`src/rtl/fau_pkg.sv`:
```
package fau_pkg;

    localparam int ADDR_W   = 32;
    localparam int IMM_W    = 16;
    localparam int IDX_W    = 26;
    localparam int KIND_LSB = 26;
    localparam int WORD_SH  = 2;
    localparam int STEP     = 4;
    localparam int REGION_W = ADDR_W - IDX_W - WORD_SH;
    localparam int SEXT_W   = ADDR_W - IMM_W - WORD_SH;

    typedef logic [ADDR_W-1:0] addr_t;

    typedef enum logic [1:0] {
        CMP_EQ  = 2'b00,
        CMP_NE  = 2'b01,
        CMP_LEZ = 2'b10,
        CMP_GTZ = 2'b11
    } cmp_kind_e;

    typedef enum logic [1:0] {
        SRC_SEQ,
        SRC_BR,
        SRC_ABS,
        SRC_REG
    } next_src_e;

    typedef struct packed {
        logic reg_jump;
        logic abs_jump;
        logic link_jump;
        logic branch;
    } flow_ctl_t;

    typedef struct packed {
        addr_t seq;
        addr_t br;
        addr_t abs;
        addr_t reg_t;
    } cand_t;

    function automatic addr_t branch_target(addr_t seq, logic [IMM_W-1:0] off);
        return seq + {{SEXT_W{off[IMM_W-1]}}, off, {WORD_SH{1'b0}}};
    endfunction

    function automatic addr_t jump_target(addr_t seq, logic [IDX_W-1:0] idx);
        return {seq[ADDR_W-1 -: REGION_W], idx, {WORD_SH{1'b0}}};
    endfunction

endpackage

```
`src/rtl/fau_incr.sv`:
```
module fau_incr
    import fau_pkg::*;
(
    input  addr_t pc,
    output addr_t seq
);
    assign seq = pc + addr_t'(STEP);
endmodule

```
`src/rtl/fau_cond.sv`:
```
module fau_cond
    import fau_pkg::*;
(
    input  cmp_kind_e kind,
    input  addr_t     a,
    input  addr_t     b,
    output logic      hit
);
    logic a_zero;
    logic a_neg;

    assign a_zero = (a == '0);
    assign a_neg  = a[ADDR_W-1];

    always_comb begin
        unique case (kind)
            CMP_EQ:  hit = (a == b);
            CMP_NE:  hit = (a != b);
            CMP_LEZ: hit = a_neg | a_zero;
            CMP_GTZ: hit = ~a_neg & ~a_zero;
            default: hit = 1'b0;
        endcase
    end
endmodule

```
`src/rtl/fau_sel.sv`:
```
module fau_sel
    import fau_pkg::*;
(
    input  flow_ctl_t ctl,
    input  logic      cond_hit,
    input  cand_t     cand,
    output next_src_e src,
    output addr_t     next_pc
);
    always_comb begin
        if (ctl.reg_jump)
            src = SRC_REG;
        else if (ctl.abs_jump | ctl.link_jump)
            src = SRC_ABS;
        else if (ctl.branch & cond_hit)
            src = SRC_BR;
        else
            src = SRC_SEQ;
    end

    always_comb begin
        unique case (src)
            SRC_REG: next_pc = cand.reg_t;
            SRC_ABS: next_pc = cand.abs;
            SRC_BR:  next_pc = cand.br;
            default: next_pc = cand.seq;
        endcase
    end
endmodule

```
`src/rtl/fetch_addr_unit.sv`:
```
module fetch_addr_unit
    import fau_pkg::*;
(
    input  logic        clk,
    input  logic        rst,
    input  logic [31:0] instr,
    input  logic [31:0] rs_val,
    input  logic [31:0] rt_val,
    input  logic        branch_en,
    input  logic        jump_en,
    input  logic        link_jump_en,
    input  logic        reg_jump_en,
    output logic [31:0] pc_q,
    output logic [31:0] pc_plus4
);
    flow_ctl_t ctl;
    cand_t     cand;
    cmp_kind_e kind;
    logic      cond_hit;
    next_src_e src;
    addr_t     next_pc;

    assign ctl  = '{reg_jump: reg_jump_en, abs_jump: jump_en,
                    link_jump: link_jump_en, branch: branch_en};
    assign kind = cmp_kind_e'(instr[KIND_LSB +: 2]);

    fau_incr u_incr (
        .pc  (pc_q),
        .seq (pc_plus4)
    );

    fau_cond u_cond (
        .kind (kind),
        .a    (rs_val),
        .b    (rt_val),
        .hit  (cond_hit)
    );

    assign cand.seq   = pc_plus4;
    assign cand.br    = branch_target(pc_plus4, instr[IMM_W-1:0]);
    assign cand.abs   = jump_target(pc_plus4, instr[IDX_W-1:0]);
    assign cand.reg_t = rs_val;

    fau_sel u_sel (
        .ctl      (ctl),
        .cond_hit (cond_hit),
        .cand     (cand),
        .src      (src),
        .next_pc  (next_pc)
    );

    always_ff @(posedge clk) begin
        if (rst)
            pc_q <= '0;
        else
            pc_q <= next_pc;
    end


    reset_zero_chk: assert property (@(posedge clk) disable iff (rst)
        $fell(rst) |-> pc_q == '0);


    seq_step_chk: assert property (@(posedge clk) disable iff (rst)
        (ctl == '0) |=> pc_q == $past(pc_plus4));


    reg_jump_chk: assert property (@(posedge clk) disable iff (rst)
        reg_jump_en |=> pc_q == $past(rs_val));


    abs_jump_chk: assert property (@(posedge clk) disable iff (rst)
        (!reg_jump_en && (jump_en || link_jump_en)) |=>
            (pc_q[WORD_SH-1:0] == '0) &&
            (pc_q[ADDR_W-1 -: REGION_W] == $past(pc_plus4[ADDR_W-1 -: REGION_W])) &&
            (pc_q[WORD_SH +: IDX_W] == $past(instr[IDX_W-1:0])));


    not_taken_chk: assert property (@(posedge clk) disable iff (rst)
        (branch_en && !cond_hit && !reg_jump_en && !jump_en && !link_jump_en) |=>
            pc_q == $past(pc_plus4));


    word_align_step_chk: assert property (@(posedge clk) disable iff (rst)
        pc_plus4[WORD_SH-1:0] == pc_q[WORD_SH-1:0]);
endmodule

```
`config.mk`:
```
export PLATFORM = sky130hd
export DESIGN_NAME = fetch_addr_unit
export DESIGN_NICKNAME = d
export VERILOG_FILES = /design/src/rtl/fau_pkg.sv /design/src/rtl/fau_incr.sv /design/src/rtl/fau_cond.sv /design/src/rtl/fau_sel.sv /design/src/rtl/fetch_addr_unit.sv
export SDC_FILE = /design/constraint.sdc
export NUM_CORES = 1
export LEC_CHECK = 0
export BUFFER_PORTS_ARGS = -buffer_cell sky130_fd_sc_hd__buf_2
export CAP_MARGIN = 5
export CORE_MARGIN = 2
export CORE_UTILIZATION = 30
export DETAILED_ROUTE_END_ITERATION = 8
export GPL_ROUTABILITY_DRIVEN = 0
export PLACE_DENSITY = 0.48
export SLEW_MARGIN = 15
export SYNTH_ARGS = -nofsm -noshare
export SYNTH_HDL_FRONTEND = slang
export SYNTH_HIERARCHICAL = 1
export SYNTH_SLANG_ARGS = --single-unit
```
`constraint.sdc`:
```
create_clock -name clk -period 10.35 [get_ports clk]
set_input_delay 0.5175 -clock clk [delete_from_list [all_inputs] [get_ports clk]]
set_output_delay 0.5175 -clock clk [all_outputs]
set_load 0.005 [all_outputs]
```
== Word level (Yosys, flattened, before mapping) ==
Index checks and enable logic that the tools add are counted.
Storage, ports and cells
  register bits after elaboration: 32
  output and inout bits: 64
  word-level logic and storage cells: 24
  input port bits: 102
Operators by class
  bitwise logic cells: 6
  mux-type cells: 5
  add/subtract/negate cells: 2
  equality and inequality tests: 8
  reduce and logical (&&, ||, !) cells: 2
Operator list (count)
  32-bit one-hot mux with 3 select lines: 1
  32-bit by 3-bit adder with 32-bit output, second input constant: 1
  32-bit adder: 1
  32-bit equality test: 1
  32-bit zero test: 1
  32-bit inequality test: 1
  2-bit equality test, second input constant: 4
  2-bit by 1-bit equality test with 1-bit output, second input constant: 2
  2-bit 2-to-1 mux: 2
  1-bit one-hot mux with 4 select lines: 1
  1-bit bitwise AND: 2
  2-bit zero test: 1
  1-bit inverter: 2
  1-bit OR: 2
  1-bit 2-to-1 mux: 1

== Depth between registers and ports, before layout ==
  depth in word-level cells: 10
  mapped depth: 19
  gate-level depth less buffers: 17

== By module ==
The synthesis kept the hierarchy.
By module, submodules not included
  fetch_addr_unit: area each 2482.4 sq um, seq. area each 640.6 sq um, times used 1, cells an instance 291
  fau_sel: area each 1382.6 sq um, seq. area each 0.0 sq um, times used 1, cells an instance 188
  fau_incr: area each 580.6 sq um, seq. area each 0.0 sq um, times used 1, cells an instance 83
  fau_cond: area each 466.7 sq um, seq. area each 0.0 sq um, times used 1, cells an instance 60

== Worst setup path before layout ==
No wires, ideal clock.
  kind: flip-flop to flip-flop
  start: register pc_q[2]
  end: register pc_q[31]
  slack: 6.527 ns
  arrival: 3.709 ns
  path buffers: 1
  setup time: 0.114 ns
  stages on the path, launching flop included: 19
  clock period less this slack: 3.823 ns
  data required time: 10.236 ns
  path through: dfxtp_1 -> ha_1 -> nand3_1 -> nor4_4 -> nand2_1 -> xnor2_1 -> ha_1 -> buf_6 -> a2111o_1 -> a311oi_2 -> a211oi_1 -> o311ai_2 -> o211ai_2 -> o22ai_2 -> xnor2_1 -> and3_1 -> a211oi_1 -> o31ai_1 -> nor2b_1
RTL lines
  start, declared: line fetch_addr_unit.sv:13  | output logic [31:0] pc_q,
  start signal, assigned: line fetch_addr_unit.sv:56  | pc_q <= next_pc;

==> impl_metrics.json <==
{
  "status": "complete, no violations",
  "hold_buffers": 0,
  "wl_per_cell_microns": 19.1,
  "worst_pin_slew_ns": 1.03,
  "track_usage_pct": 20.3,
  "area_delta_synth_final_pct": 21.5,
  "die_x_microns": 132,
  "cts_tree": "built",
  "critPathLaunch": "pc_q[2]",
  "r2r_slack_ns": 5.47,
  "rsz0062_at_grt": "no",
  "initialDrtViolationCount": 278,
  "ir_drop_mv": 0.0648,
  "slew_viol_final": 0,
  "rows": 46,
  "portBuffers": 161,
  "worstHoldEndpoint": "pc_q[31]",
  "crit_fanout": 8,
  "setup-tns-final_ns": 0,
  "root_buffer": "clkbuf_16",
  "final.period_utilization_pct": 47.1,
  "htree_levels": 2,
  "diodes": 0,
  "avgSynthCellArea_sq_um": 7.90,
  "grt_max_degree": 65,
  "yosys_warnings": 6,
  "num_vias": 5180,
  "numClockSinks": 32,
  "clkTransAtPathRegs_ns": 0.06,
  "p_leak_nw": 2.74,
  "cts_setup_buffers": 0,
  "cts_buffer_depth": 2,
  "layout-drive-gt1-share_pct": 33.2,
  "dr.pass1.iters": 5,
  "cts_buffers": 5,
  "min_delay_path_depth": 4,
  "routed_via_density": 5.31,
  "ios": 166,
  "synth_area_sq_mm": 0.00490,
  "coreArea_sq_mm": 0.0159,
  "die_height_microns": 132,
  "hp-start": "rs_val[31]",
  "fin_nets": 891,
  "grt-ovfl-total": 0,
  "drtAntennaViolNets": 0,
  "power-per-cell-area_mw_per_mm2": 96.1,
  "setup_viol": 0,
  "cts_resized": 0,
  "reg_top3": "pc_q x32",
  "drt-total-wl_microns": 18600,
  "power_mw": 0.572,
  "antenna_found_initial": 0,
  "worstHoldPathType": "in2reg",
  "grt_pass1_wl_microns": 28500,
  "dp_hpwl_microns": 14700,
  "period_minus_slack_ns": 4.88,
  "largest_reg_flops": 32,
  "endpoint_kind": "flip-flop",
  "drc": 0,
  "worstSetupPathType": "reg2reg",
  "required_ns": 10.50,
  "hold_viol_final": 0,
  "grt_pass1_vias": 5130,
  "reg2reg_from": "pc_q[2]",
  "initial_core_util_pct": 30.7,
  "cp.arrival_ns": 5.02,
  "start_kind": "flip-flop",
  "clock_skew_ns": 0.00319,
  "syn_inst": 620,
  "regMostFlops": "pc_q",
  "dieArea_sq_mm": 0.0174,
  "r2r-end": "pc_q[31]",
  "maxCapViolCount": 0,
  "max_freq_mhz": 205,
  "clkLatencyLatePin_ns": 0.28,
  "slew_headroom_pct": 31.6,
  "reg2reg_depth": 17
}
[report_power, final]
part	leakage [nW]	switching, mW	internal [mW]
clock	0.0766	0.0590	0.0949
sequential	0.266	0.0137	0.132
combinational	2.39	0.156	0.115
[through the flow]
step	hold slack (ns)	setup slack, ns	instances	utilization (%)	cell area, sq um
2_1_floorplan	0.589	6.53	621	-	4900
3_3_place_gp	0.765	5.57	967	36.4	5800
3_5_place_dp	0.798	5.57	967	36.4	5800
4_1_cts	0.615	5.55	975	37.3	5950
5_1_grt	0.655	5.13	975	37.3	5950
6_report	0.619	5.47	975	37.3	5950
[worst max-delay path, stage by stage (launching register included)]
cell      delay [ns]
dfxtp_1         0.44
ha_1            0.23
nand3_1         0.31
nor4_4          0.54
nand3_1         0.17
xnor2_1         0.41
ha_1            0.36
and4_1          0.37
nand4_1         0.19
a211oi_1        0.50
o311ai_2        0.17
o211ai_2        0.12
o22ai_2         0.14
xnor2_1         0.15
and3_1          0.14
a211oi_1        0.23
o31ai_1         0.10
nor2b_1         0.15
[routing by layer]
layer  global-route usage [%]  share of wire [%]  vias up
met5                        0                  0        -
met2                     34.9                 48      167
met1                     27.1                 46     2449
met3                     3.46                5.0       14
li1                         -                  -     2550
met4                     3.08                1.0        0
[cell usage in the layout (no fill, tap or decap), types with 6 or more instances in the layout]
| cell type | count |
|---|---|
| buf_2 | 161 |
| nand2_1 | 64 |
| xnor2_1 | 51 |
| nor2_1 | 50 |
| and3_1 | 38 |
| xor2_1 | 36 |
| nor2b_1 | 35 |
| dfxtp_1 | 32 |
| o31ai_2 | 30 |
| ha_1 | 30 |
| a21oi_1 | 29 |
| a211oi_2 | 29 |
| nand4_1 | 22 |
| nand3_1 | 15 |
| inv_1 | 12 |
| a21o_1 | 12 |
| o21ai_0 | 10 |
| nor4_1 | 10 |
| nor3_1 | 7 |
| a211oi_1 | 6 |
[cell type report]
type                       count  area, sq um
clock buffer                   6          139
clock inverter                 2         10.0
fill                        1736         9990
inverter                      12         45.0
multi-input combinational    542         4010
sequential                    32          641
tap                          216          270
timing repair buffer         165          836
[worst max-delay path by stage]
stage                          end  cells past startpoint
after floorplan           pc_q[31]                     18
after global placement    pc_q[27]                     16
after detailed placement  pc_q[31]                     17
after CTS                 pc_q[31]                     17
after global routing      pc_q[31]                     17
final                     pc_q[31]                     17
Power figures use the tool's default switching activity.
